### src/rtl/cmb_pkg.sv
// Shared sizing for the condition mailbox.
// Assumes the task count is a power of two so every index value names a task.
package cmb_pkg;
    localparam int CMB_TASKS = 8;
    localparam int CMB_SEL_W = $clog2(CMB_TASKS);

    // State of one mailbox entry.
    typedef struct packed {
        logic full;
        logic bit_q;
    } cmb_slot_t;
endpackage

### src/rtl/cmb_cell.sv
// One-entry, one-bit mailbox.
// Assumes the enclosing bank never asserts put and take together
// (put requires empty, take requires full).
module cmb_cell
    import cmb_pkg::*;
(
    input  logic      clk,
    input  logic      rst_n,
    input  logic      put,
    input  logic      take,
    input  logic      din,
    output cmb_slot_t slot
);
    // Hold the bit and its occupancy; a put fills, a take drains.
    always_ff @(posedge clk) begin
        if (!rst_n) begin
            slot.full  <= 1'b0;
            slot.bit_q <= 1'b0;
        end else if (put) begin
            slot.full  <= 1'b1;
            slot.bit_q <= din;
        end else if (take) begin
            slot.full  <= 1'b0;
        end
    end
endmodule

### src/rtl/cmb_bank.sv
// One direction of the mailbox: a cell per task, a writer port and a reader port.
// Stalls are combinational from the addressed cell; a write stalls on full,
// a read stalls on empty, so one cell never sees a put and a take together.
module cmb_bank
    import cmb_pkg::*;
#(
    parameter  int NCH   = CMB_TASKS,
    localparam int SEL_W = $clog2(NCH)
) (
    input  logic             clk,
    input  logic             rst_n,
    input  logic             wr_req,
    input  logic [SEL_W-1:0] wr_sel,
    input  logic             wr_bit,
    input  logic             rd_req,
    input  logic [SEL_W-1:0] rd_sel,
    output logic             wr_stall,
    output logic             rd_stall,
    output logic             rd_go,
    output logic             rd_bit
);
    cmb_slot_t        slots [NCH];
    logic [NCH-1:0]   full_v;
    logic [NCH-1:0]   bit_v;
    logic             wr_go;

    // Flatten the cell state for indexed access.
    always_comb begin
        for (int i = 0; i < NCH; i++) begin
            full_v[i] = slots[i].full;
            bit_v[i]  = slots[i].bit_q;
        end
    end

    // Accept or stall each side from the addressed cell's occupancy.
    always_comb begin
        wr_stall = wr_req &  full_v[wr_sel];
        wr_go    = wr_req & ~full_v[wr_sel];
        rd_stall = rd_req & ~full_v[rd_sel];
        rd_go    = rd_req &  full_v[rd_sel];
        rd_bit   = bit_v[rd_sel];
    end

    for (genvar g = 0; g < NCH; g++) begin : g_cell
        logic put_g;
        logic take_g;

        // Route accepted accesses to the addressed cell only.
        always_comb begin
            put_g  = wr_go && (wr_sel == SEL_W'(g));
            take_g = rd_go && (rd_sel == SEL_W'(g));
        end

        cmb_cell u_cell (
            .clk  (clk),
            .rst_n(rst_n),
            .put  (put_g),
            .take (take_g),
            .din  (wr_bit),
            .slot (slots[g])
        );
    end
endmodule

### src/rtl/cmb_cond_reg.sv
// Condition register of one processor, loaded only by an accepted read.
module cmb_cond_reg (
    input  logic clk,
    input  logic rst_n,
    input  logic load,
    input  logic din,
    output logic q
);
    // Capture the mailbox bit when the read is accepted.
    always_ff @(posedge clk) begin
        if (!rst_n)    q <= 1'b0;
        else if (load) q <= din;
    end
endmodule

### src/rtl/cond_mbox.sv
// Two-direction condition mailbox between a bit-side and a word-side processor.
// Each side writes into its own outbound bank and reads from the inbound bank.
// Assumes each processor holds its strobe while the matching stall is high.
module cond_mbox
    import cmb_pkg::*;
#(
    parameter  int NTASK = CMB_TASKS,
    localparam int SEL_W = $clog2(NTASK)
) (
    input  logic             clk,
    input  logic             rst_n,
    input  logic [SEL_W-1:0] lp_sel,
    input  logic             lp_wr,
    input  logic             lp_cin,
    input  logic             lp_rd,
    output logic             lp_cout,
    output logic             lp_wr_stall,
    output logic             lp_rd_stall,
    input  logic [SEL_W-1:0] wp_sel,
    input  logic             wp_wr,
    input  logic             wp_cin,
    input  logic             wp_rd,
    output logic             wp_cout,
    output logic             wp_wr_stall,
    output logic             wp_rd_stall
);
    logic l2w_go, l2w_bit;
    logic w2l_go, w2l_bit;

    // Bit side produces, word side consumes.
    cmb_bank #(.NCH(NTASK)) u_l2w (
        .clk     (clk),
        .rst_n   (rst_n),
        .wr_req  (lp_wr),
        .wr_sel  (lp_sel),
        .wr_bit  (lp_cin),
        .rd_req  (wp_rd),
        .rd_sel  (wp_sel),
        .wr_stall(lp_wr_stall),
        .rd_stall(wp_rd_stall),
        .rd_go   (l2w_go),
        .rd_bit  (l2w_bit)
    );

    // Word side produces, bit side consumes.
    cmb_bank #(.NCH(NTASK)) u_w2l (
        .clk     (clk),
        .rst_n   (rst_n),
        .wr_req  (wp_wr),
        .wr_sel  (wp_sel),
        .wr_bit  (wp_cin),
        .rd_req  (lp_rd),
        .rd_sel  (lp_sel),
        .wr_stall(wp_wr_stall),
        .rd_stall(lp_rd_stall),
        .rd_go   (w2l_go),
        .rd_bit  (w2l_bit)
    );

    cmb_cond_reg u_wp_reg (
        .clk  (clk),
        .rst_n(rst_n),
        .load (l2w_go),
        .din  (l2w_bit),
        .q    (wp_cout)
    );

    cmb_cond_reg u_lp_reg (
        .clk  (clk),
        .rst_n(rst_n),
        .load (w2l_go),
        .din  (w2l_bit),
        .q    (lp_cout)
    );
endmodule

### config.mk
export PLATFORM = sky130hd
export DESIGN_NAME = cond_mbox
export DESIGN_NICKNAME = d
export VERILOG_FILES = /design/src/rtl/cmb_pkg.sv /design/src/rtl/cmb_cell.sv /design/src/rtl/cmb_bank.sv /design/src/rtl/cmb_cond_reg.sv /design/src/rtl/cond_mbox.sv
export SDC_FILE = /design/constraint.sdc
export NUM_CORES = 1
export LEC_CHECK = 0
export BUFFER_PORTS_ARGS = -buffer_cell sky130_fd_sc_hd__buf_2
export CAP_MARGIN = 25
export CORE_MARGIN = 4
export CORE_UTILIZATION = 40
export CTS_CLUSTER_SIZE = 25
export DETAILED_ROUTE_END_ITERATION = 6
export PLACE_DENSITY_LB_ADDON = 0.05
export RECOVER_POWER = 50
export SYNTH_ARGS = -nofsm -noshare
export SYNTH_HDL_FRONTEND = slang
export SYNTH_SLANG_ARGS = --single-unit
export TNS_END_PERCENT = 100
### constraint.sdc
create_clock -name clk -period 2.3 [get_ports clk]
set_input_delay 0.575 -clock clk [delete_from_list [all_inputs] [get_ports clk]]
set_output_delay 0.575 -clock clk [all_outputs]
set_load 0.02 [all_outputs]
==> results of run 1 <==
## layout by cell type, fill, tap and decap left out, types with 2 or more instances in the layout
cell / n
clkbuf_8: 6
o21ai_1: 10
dfxtp_1: 34
mux2i_1: 17
mux4_2: 10
or4_1: 3
buf_2: 11
or3_1: 6
mux2_4: 2
o21ai_0: 6
nand2b_1: 9
nor2_1: 5
inv_1: 2
buf_4: 12
o21a_1: 3
buf_6: 2
a21boi_0: 9
nor2b_1: 11
o31ai_1: 3
nand2_1: 14
clkbuf_1: 4
a21boi_1: 5
nand4_1: 4
nand3_1: 4
and2_1: 3
## metal layers
layer  wire length (microns)  vias up  global-route usage, %
li1                        -      732                      -
met1                    2130      725                   23.6
met2                    2030       61                   24.1
met3                     392        4                   4.49
met4                      45        0                   6.52
met5                       0        -                      0
## through the flow
step	instances	total power, W	hold slack (ps)	utilization [%]	setup WS (ps)
2_1_floorplan	186	0.000736	435	-	129
3_3_place_gp	254	0.000787	441	45.9	33.4
3_5_place_dp	254	0.000791	454	45.9	0.141
4_1_cts	263	0.00125	463	48.1	4.63
5_1_grt	263	0.00129	491	48.5	5.33
6_report	263	0.00124	457	48.5	65.7
## cell usage after synthesis
cell type and count:
a2111oi_4 1, a21boi_1 14, and2_1 3, and3_1 1, buf_2 4, buf_4 2
buf_6 3, clkbuf_1 4, dfxtp_1 34, inv_1 2, inv_2 1, mux2_2 1
mux2_4 2, mux2i_1 18, mux4_2 10, nand2_1 14, nand2b_1 9, nand3_1 4
nand4_1 4, nand4b_1 1, nor2_1 5, nor2b_1 11, nor3_1 1, nor3b_2 1
nor4_1 2, o211ai_1 1, o21a_1 3, o21ai_0 6, o21ai_1 10, o31a_1 1
o31ai_1 3, or2_1 1, or3_1 6, or4_1 3
## path summary, 6_finish.rpt
kind / cells after the start / startpoint / slack (ps) / endpoint
worst min register to register: 2 / u_lp_reg.q / 460 / u_lp_reg.q
worst max-delay path: 5 / wp_sel[2] / 70 / wp_rd_stall
worst max register to register: 5 / u_l2w.g_cell[4].u_cell.slot[1] / 770 / u_l2w.g_cell[4].u_cell.slot[0]
worst min-delay path: 2 / u_lp_reg.q / 460 / u_lp_reg.q
## sequential cells by signal, indices dropped and copies added (netlist names)
register	cells
u_lp_reg.q	1
u_wp_reg.q	1
u_l2w.g_cell.u_cell.slot	16
u_w2l.g_cell.u_cell.slot	16
## final cells by class
| type | count | area share (%) |
|---|---|---|
| inverter | 3 | 0.522 |
| clock buffer | 7 | 4.00 |
| clock inverter | 1 | 0.232 |
| tap | 52 | 3.02 |
| timing repair buffer | 30 | 9.57 |
| multi-input combinational | 136 | 51.1 |
| sequential | 34 | 31.6 |
## repair_timing
action | in CTS | in global routing
hold buffers | 0 | 0
gates resized for setup | 0 | 12
endpoints found under the setup margin | 1 | 3
hold endpoints to repair | 0 | 0
setup buffers | 1 | 0
pin swaps | 0 | 2
## worst reg2reg max path: cells and delay by family (launching register included)
| kind | cells | cell delay (ps) |
|---|---|---|
| buffers and inverters | 1 | 150 |
| flip-flops | 1 | 340 |
| AND/OR/NAND/NOR | 2 | 440 |
| multiplexers | 2 | 470 |
## power by group
part | leakage, nW | internal (W) | switching (W)
clock | 0.0482 | 0.000242 | 0.000212
sequential | 0.275 | 0.000601 | 0.0000103
combinational | 0.520 | 0.0000793 | 0.0000922
## cell families (layout without fill, tap and decap cells)
| group | Yosys count | count (layout) | synth area share, % |
|---|---|---|---|
| simple gates | 66 | 66 | 19.9 |
| buf+inv | 16 | 41 | 5.09 |
| flops | 34 | 34 | 36.4 |
| compound gates | 39 | 39 | 14.7 |
| mux | 31 | 31 | 23.9 |
==> summary.md, run 1 <==
| Metric | Value |
|---|---|
| WL per Instance | `17.5 microns` |
| Worst path bufs/invs | `2` |
| Synthesized flop and latch total | `34` |
| Fin area | `2160 sq um` |
| Tightest Hold Check Type | `reg -> reg` |
| Flip-flop and latch area | `681 sq um` |
| Mean post-synth cell area | `around 10 sq um` |
| Die Area | `5830 sq um` |
| DP Wirelength | `roughly 3.6 mm` |
| Slew @ Worst Pin | `473 ps` |
| Nets | `around 220` |
| GRT Total Usage | `16.7%` |
| Syn Inst Count | `186` |
| Remaining Overflow, GRT | `0` |
| Core Box Area | `4440 sq um` |
| Startpoint Class | `input pin` |
| Library cells used by synthesis | `34` |
| GPL Wtd Cong | `0.788` |
| Setup violators final | `0` |
| DRT Wirelength | `4.60 mm` |
| Final Max Slew Viols | `0` |
| Ports | `20` |
| Layout Area Growth over Synthesis | `15.5%` |
| Rel. slew slack | `68.2%` |
| N_diodes | `0` |
| Setup TNS | `0 ps` |
| Clock transition at path regs | `~70 ps` |
| Remaining DRCs | `0` |
| Vias per cell | `around 5.8` |
| Min Tclk post-route | `2230 ps` |
| Largest stage delay on the critical path | `490 ps` |
| Pin count of the biggest net entering global routing | `21` |
| Number of fill cells | `443` |
| Crit end category | `primary output` |
| Share of the synthesized area in the top cell type | `a little over a third` |
| Worst path required time | `between 1500 and 2000 ps` |
| Final hold vios | `0` |
| CTS sink count | `34` |
| DR iter-0 viols | `between 100 and 150` |
| Area leader, netlist | `dfxtp_1` |
| First-pass GRT wire length | `7.76 mm` |
| Pwr dens | `573 nW/um^2` |
| Clk root buf | `clkbuf_8` |
| Clock Latency Late Sink | `280 ps` |
| Initial antenna violation count | `0` |
| Starting Density | `around 42%` |
| Clock skew | `7.00 ps` |
| Leak Pwr | `0.843 nW` |
| Critical path type | `in -> out` |
| DRT antenna net count | `0` |
| Share of cells above drive strength 1 | `24.6%` |
| Placed inst area | `2040 sq um` |
| Crit-path max FO | `3` |
| Seq/Total Area, Yosys | `36.4%` |
| Total CTS buffers | `5` |
| TritonCTS clock tree | `built` |
| Die X | `approximately 76 microns` |
| Critical-path cell list | `clkbuf_4 > mux4_2 > mux2i_1 > and2_1 > buf_4` |
| Unrepaired setup endpoints after global routing | `false` |
| IO buf count | `19` |
| First-pass detailed-route iteration total | `4` |
| Cell family with most CP delay | `multiplexers` |
| Worst Path Arrival | `around 1700 ps` |
| Vias | `1522` |
| Netlist Area Pre-Place | `1870 sq um` |
| Die Y-Extent | `76.3 microns` |
| Vias in the first global route | `1527` |
| Max IR drop VDD | `0.288 mV` |
| Mapped Nets | `200` |
| Synth top area cells | `dfxtp_1 (36%), mux4_2 (12%), mux2i_1 (9.6%)` |
| H-Tree Depth | `2` |
| Yosys warnings | `0` |
| Row count | `24` |
| Outcome | `finished, final reports clean` |
| Fin crit share | `97.1%` |
| Max Clock Freq | `448 MHz` |
| Max cap viols | `0` |
| Multi-input gate area | `between 1000 and 1500 sq um` |
| Crit path max-delay cell type | `mux4_2` |
| Maximum clock path buffer count | `2` |
Note: power is estimated with default switching activity, not from simulation.
==> run 2: changes to the inputs <==
Settings changed: ABC_AREA from default to 1.
==> summary.md, run 2 <==
| Metric | Value |
|---|---|
| Min Tclk post-route | `2210 ps (-26.1 ps)` |
| Top Registers | `u_l2w.g_cell.u_cell.slot (16), u_w2l.g_cell.u_cell.slot (16)` |
| Row count | `26 (+8.3%)` |
| First-pass detailed-route iteration total | `4 (unchanged)` |
| WL met2 | `2.50 mm (+23%)` |
| Setup violators final | `0 (unchanged)` |
| DRT antenna net count | `0 (unchanged)` |
| Synthesized flop and latch total | `34 (unchanged)` |
| Max Clock Freq | `453 MHz (+1.2%)` |
| Synth top area cells | `dfxtp_1 (32%), nand2_1 (19%), nand4_1 (9.0%)` |
| Yosys warnings | `0 (unchanged)` |
| Final hold vios | `0 (unchanged)` |
| Post-synth top cells | `nand2_1 (108), nor2_1 (49), inv_1 (48)` |
| Critical path type | `in -> out` |
| Remaining Overflow, GRT | `0 (unchanged)` |
| Mean post-synth cell area | `6.11 sq um (-39%)` |
| Die Y-Extent | `81.4 microns (+6.7%)` |
| DR iter-0 viols | `130 (+9.2%)` |
| Commonest non-fill, non-tap cell in the layout | `nand2_1` |
| Starting Density | `41.7% (-0.33 points)` |
| N_diodes | `0 (unchanged)` |
| Library cells used by synthesis | `25 (-26%)` |
| Final WS setup | `91.7 ps (+26.1 ps)` |
| Vias in the first global route | `2014 (+32%)` |
| Synth Area in Adders | `0% (unchanged)` |
| Initial antenna violation count | `0 (unchanged)` |
| Pwr dens | `522 nW/um^2 (-8.8%)` |
| Clock transition at path regs | `60 ps (about the same)` |
| Ports | `20 (unchanged)` |
| Pin count of the biggest net entering global routing | `19 (-9.5%)` |
| Hold WS | `466 ps (+8.92 ps)` |
| Simple-gate share of the synthesized area | `48.7% (+29 points)` |
| Core Box Area | `5170 sq um (+16%)` |
| Unrepaired setup endpoints after global routing | `false` |
| Die X | `81.4 microns (+6.7%)` |
| Flip-flop and latch area | `681 sq um (unchanged)` |
| Metal1 wirelength | `3.14 mm (+47%)` |
| H-Tree Depth | `2 (unchanged)` |
| Rel. slew slack | `58.8% (-9.4 points)` |
| Slew @ Worst Pin | `617 ps (+144 ps)` |
| Metal3 WL | `317 microns (-19%)` |
| Nets | `394 (+76%)` |
| CTS sink count | `34 (unchanged)` |
| Die Area | `6630 sq um (+14%)` |
| Max IR drop VDD | `0.293 mV (+1.8%)` |
| Cts hold-fix bufs | `0 (unchanged)` |
| Synth Area in XOR/XNOR | `0% (unchanged)` |
| FFs w/ async S/R, synth | `0% (unchanged)` |
| Share of the synthesized area in the top cell type | `31.6% (-4.9 points)` |
| First-pass GRT wire length | `9.91 mm (+28%)` |
| Postcts setup bufs | `0 (-1)` |
| Setup TNS | `0 ps (unchanged)` |
| Pre-CTS WS | `48.4 ps (+48.2 ps)` |
| Total CTS buffers | `5 (unchanged)` |
| Clock skew | `1.94 ps (-5.06 ps)` |
| Syn Inst Count | `353 (+90%)` |
| DP Wirelength | `4.69 mm (+32%)` |
| Largest family of logic cells by synthesized area | `simple AND/OR/NAND/NOR gates` |
| Worst path required time | `1730 ps (about the same)` |
| Mapped Nets | `367 (+84%)` |
| GPL Wtd Cong | `0.855 (+8.4%)` |
| Maximum clock path buffer count | `2 (unchanged)` |
| Max cap viols | `0 (unchanged)` |
| Area leader, netlist | `dfxtp_1` |
| Remaining DRCs | `0 (unchanged)` |
| GRT Total Usage | `20.0% (+3.3 points)` |
| Most frequent cells in the layout | `nand2_1 (108), nor2_1 (49), inv_1 (48), dfxtp_1 (34), nand4_1 (33)` |
| Worst Path Arrival | `1630 ps (-30 ps)` |
| Tightest Hold Check Type | `reg -> reg` |
| WL per Instance | `13.4 microns (-23%)` |
| TritonCTS clock tree | `built` |
| Compound-Gate Fraction of Synth Area | `7.66% (-7.0 points)` |
| DRT Wirelength | `6.04 mm (+31%)` |
| Netlist Area Pre-Place | `2160 sq um (+15%)` |
| Clk root buf | `clkbuf_8` |
| Synth Flop Type | `dfxtp_1` |
| Seq/Total Area, Yosys | `31.6% (-4.9 points)` |
| Crit end category | `primary output` |
| Fin crit share | `96.0% (-1.1 points)` |
| Multi-input gate area | `1190 sq um (+8.4%)` |
| Top sig layer | `met4` |
| Clock Latency Late Sink | `290 ps (about the same)` |
| Post-synth EDFFs | `0 (unchanged)` |
| Vias per cell | `4.84 (-16%)` |
| Leak Pwr | `1.12 nW (+33%)` |
| Layout Area Growth over Synthesis | `12.6%` |
| Number of fill cells | `570 (+29%)` |
| Outcome | `finished, final reports clean` |
| Share of cells above drive strength 1 | `14.7% (-9.9 points)` |
| Crit-path max FO | `8 (+5)` |
| IO buf count | `19 (unchanged)` |
| Top-count cell post-synth | `nand2_1` |
| Startpoint Class | `input pin` |
| Final Core Density | `47.0% (-1.6 points)` |
| Post-synthesis mux area share | `0% (-24 points)` |
| Final Max Slew Viols | `0 (unchanged)` |
| # resized after CTS | `0 (unchanged)` |
| Vias | `2180 (+43%)` |
[run 2: final cells by class]
| type | instances | share of cell area, % |
|---|---|---|
| multi-input combinational | 253 | 49.2 |
| clock buffer | 7 | 3.14 |
| tap | 70 | 3.61 |
| sequential | 34 | 28.0 |
| inverter | 53 | 8.19 |
| timing repair buffer | 33 | 7.83 |
[run 2: per-stage QoR]
stage / area, sq um / power, W / cells
after floorplan: 2160 / 0.000785 / 353
after global placement: 2380 / 0.000871 / 443
after detailed placement: 2380 / 0.000870 / 443
after CTS: 2460 / 0.00129 / 450
after global routing: 2430 / 0.00134 / 450
final: 2430 / 0.00127 / 450
[run 2: logic make-up after synthesis]
| group | after synthesis |
|---|---|
| AND/OR/NAND/NOR | 221 |
| buffers and inverters | 66 |
| flip-flops | 34 |
| AO/OA/AOI/OAI | 32 |
[run 2: worst paths after layout]
check                                 startpoint                              to  slack (ps)  cells past startpoint
hold / removal    u_l2w.g_cell[3].u_cell.slot[1]  u_l2w.g_cell[3].u_cell.slot[1]         470                      2
setup / recovery                       wp_sel[0]                     wp_rd_stall          90                      8
setup reg to reg  u_l2w.g_cell[3].u_cell.slot[1]  u_l2w.g_cell[2].u_cell.slot[0]         790                      8
hold reg to reg   u_l2w.g_cell[3].u_cell.slot[1]  u_l2w.g_cell[3].u_cell.slot[1]         470                      2
[run 2: report_power, final]
| part | internal, W | switching (W) | total, W |
|---|---|---|---|
| Combinational | 0.0000739 | 0.000157 | 0.000231 |
| Clock | 0.000208 | 0.000207 | 0.000415 |
| Sequential | 0.000610 | 0.0000132 | 0.000623 |
| Total | 0.000892 | 0.000377 | 0.00127 |
[run 2: critical path, cell delays in order]
cell and delay [ps]:
buf_2 170, inv_2 50, nand2_1 110, inv_2 50, a21oi_1 160, nand3_1 130, a21boi_1 190, buf_2 200
[run 2: layer usage]
layer	up-vias	global-route usage, %
li1	1177	-
met1	947	28.8
met2	46	29.5
met3	10	4.06
met4	0	6.59
met5	-	0
==> run 3: changes to the inputs <==
Settings changed: CORE_MARGIN 4 to default.
==> summary.md, run 3 (synthesis gave the netlist of run 2 again) <==
| Metric | Value |
|---|---|
| Outcome | `finished, final reports clean` |
| CTS sink count | `34 (unchanged)` |
| Max Clock Freq | `457 MHz (+0.85%)` |
| Nets | `392 (-0.51%)` |
| DR iter-0 viols | `118 (-9.2%)` |
| Placed Cells incl. Taps | `441 (-0.45%)` |
| N_diodes | `0 (unchanged)` |
| Die Area | `5690 sq um (-14%)` |
| Most frequent cells in the layout | `nand2_1 (109), inv_1 (49), nor2_1 (49), dfxtp_1 (34), nand4_1 (32)` |
| GPL Wtd Cong | `0.956 (+12%)` |
| Cell family with most CP delay | `buffers and inverters` |
| TritonCTS clock tree | `built` |
| H-Tree Depth | `2 (unchanged)` |
| Min Tclk post-route | `2190 ps (-18.7 ps)` |
| DRT Wirelength | `5.91 mm (-2.2%)` |
| Pin count of the biggest net entering global routing | `19 (unchanged)` |
| Pwr dens | `543 nW/um^2 (+3.9%)` |
| Max IR drop VDD | `0.270 mV (-7.8%)` |
| Fin area | `2440 sq um (+0.31%)` |
| Worst Path Arrival | `1610 ps (-20 ps)` |
| DP Wirelength | `4.53 mm (-3.3%)` |
| Remaining DRCs | `0 (unchanged)` |
| Core Box Area | `5140 sq um (-0.63%)` |
| Clk root buf | `clkbuf_8` |
| Postcts setup bufs | `0 (unchanged)` |
| Critical-path cell list | `buf_2 > inv_2 > nand2_1 > inv_2 > a21oi_1 > nand3_1 > a21boi_0 > buf_2` |
| Crit-path max FO | `9 (+1)` |
| Max cap viols | `0 (unchanged)` |
| Die X | `75.4 microns (-7.4%)` |
| Startpoint Class | `input pin` |
| Row count | `26 (unchanged)` |
| WL per Instance | `13.2 microns (-2.0%)` |
| First-pass detailed-route iteration total | `4 (unchanged)` |
| Worst path required time | `1730 ps (about the same)` |
| Vias in the first global route | `1874 (-7.0%)` |
| Vias | `2170 (-0.46%)` |
| Fin crit share | `95.2% (-0.81 points)` |
| Worst path bufs/invs | `4 (unchanged)` |
| Vias per cell | `4.83 (-0.24%)` |
| Rel. slew slack | `61.1% (+2.3 points)` |
| Share of cells above drive strength 1 | `14.8% (+0.039 points)` |
| Clock skew | `9.41 ps (+7.47 ps)` |
| Ports | `20 (unchanged)` |
| Hold WS | `467 ps (+1.53 ps)` |
| Final Max Slew Viols | `0 (unchanged)` |
| Crit end category | `primary output` |
| Largest stage delay on the critical path | `200 ps (about the same)` |
| Setup TNS | `0 ps (unchanged)` |
| Unrepaired setup endpoints after global routing | `false` |
| First-pass GRT wire length | `9.34 mm (-5.7%)` |
| Setup violators final | `0 (unchanged)` |
| Tightest Hold Check Type | `reg -> reg` |
| Critical path type | `in -> out` |
| Maximum clock path buffer count | `2 (unchanged)` |
| Commonest non-fill, non-tap cell in the layout | `nand2_1` |
| Slew @ Worst Pin | `583 ps (-34.4 ps)` |
| Starting Density | `42.0% (+0.26 points)` |
| Die Y-Extent | `75.4 microns (-7.4%)` |
| Cts hold-fix bufs | `0 (unchanged)` |
| Non-Filler Instances | `449 (-0.22%)` |
| # resized after CTS | `0 (unchanged)` |
| DRT antenna net count | `0 (unchanged)` |
| IO buf count | `19 (unchanged)` |
| Layout Area Growth over Synthesis | `12.9%` |
| GRT Total Usage | `22.6% (+2.7 points)` |
| Leak Pwr | `1.13 nW (+1.2%)` |
| Final hold vios | `0 (unchanged)` |
| Crit path max-delay cell type | `buf_2` |
| Remaining Overflow, GRT | `0 (unchanged)` |
| Clock transition at path regs | `70 ps (about the same)` |
| Initial antenna violation count | `0 (unchanged)` |
| Total CTS buffers | `5 (unchanged)` |
| Top Registers | `u_l2w.g_cell.u_cell.slot (16), u_w2l.g_cell.u_cell.slot (16)` |
| Clock Latency Late Sink | `290 ps (about the same)` |
| Placed inst area | `2370 sq um (-0.63%)` |
| Number of fill cells | `594 (+4.2%)` |
-- run 3: cell count changes in the layout (fill, tap and decap cells not counted), sizes merged --
cell	change
buf	-1
clkbuf	-1
clkinv	+1
-- run 3: final cells by class --
type | count | area, sq um | share of cell area (%)
clock buffers | 7 | 86.3 | 3.54
multi-input cells | 253 | 1200 | 49.2
flip-flops and latches | 34 | 681 | 27.9
well taps | 70 | 87.6 | 3.60
inverters | 53 | 199 | 8.17
clock inverters | 1 | 5.00 | 0.205
repair buffers | 31 | 179 | 7.34
-- run 3: worst paths after layout --
| check | start | endpoint | slack, ps | depth (start not counted) |
|---|---|---|---|---|
| worst max-delay path | wp_sel[0] | wp_rd_stall | 110 | 8 |
| worst min-delay path | u_l2w.g_cell[2].u_cell.slot[1] | u_l2w.g_cell[2].u_cell.slot[1] | 470 | 2 |
| worst max register to register | u_l2w.g_cell[3].u_cell.slot[1] | u_l2w.g_cell[1].u_cell.slot[0] | 750 | 7 |
| worst min register to register | u_l2w.g_cell[2].u_cell.slot[1] | u_l2w.g_cell[2].u_cell.slot[1] | 470 | 2 |
-- run 3: layer usage --
metal  global-route usage [%]  share of wire, %  vias to the layer above
met3                     4.50               4.8                        7
met1                     34.2                53                      946
met5                        0                 0                        -
li1                         -                 -                     1176
met4                     7.20               1.5                        0
met2                     31.9                41                       41
-- run 3: where the power goes --
| group | total [W] | internal, W | leakage, nW | switching, W |
|---|---|---|---|---|
| combinational | 0.000228 | 0.0000726 | 0.807 | 0.000155 |
| sequential | 0.000622 | 0.000609 | 0.276 | 0.0000131 |
| clock | 0.000472 | 0.000242 | 0.0482 | 0.000230 |
| total | 0.00132 | 0.000924 | 1.13 | 0.000399 |
-- run 3: stage by stage --
| stage | setup WS (ps) | utilization (%) | total power [W] |
|---|---|---|---|
| 2_1_floorplan | 160 | - | 0.000785 |
| 3_3_place_gp | 125 | 46.1 | 0.000866 |
| 3_5_place_dp | 129 | 46.1 | 0.000867 |
| 4_1_cts | 127 | 47.8 | 0.00133 |
| 5_1_grt | 2.03 | 47.4 | 0.00139 |
| 6_report | 110 | 47.4 | 0.00132 |
-- run 3: worst min-delay path, stage by stage (launching register included) --
cell and delay (ps):
dfxtp_1 310, nand2_1 60, a21oi_1 50
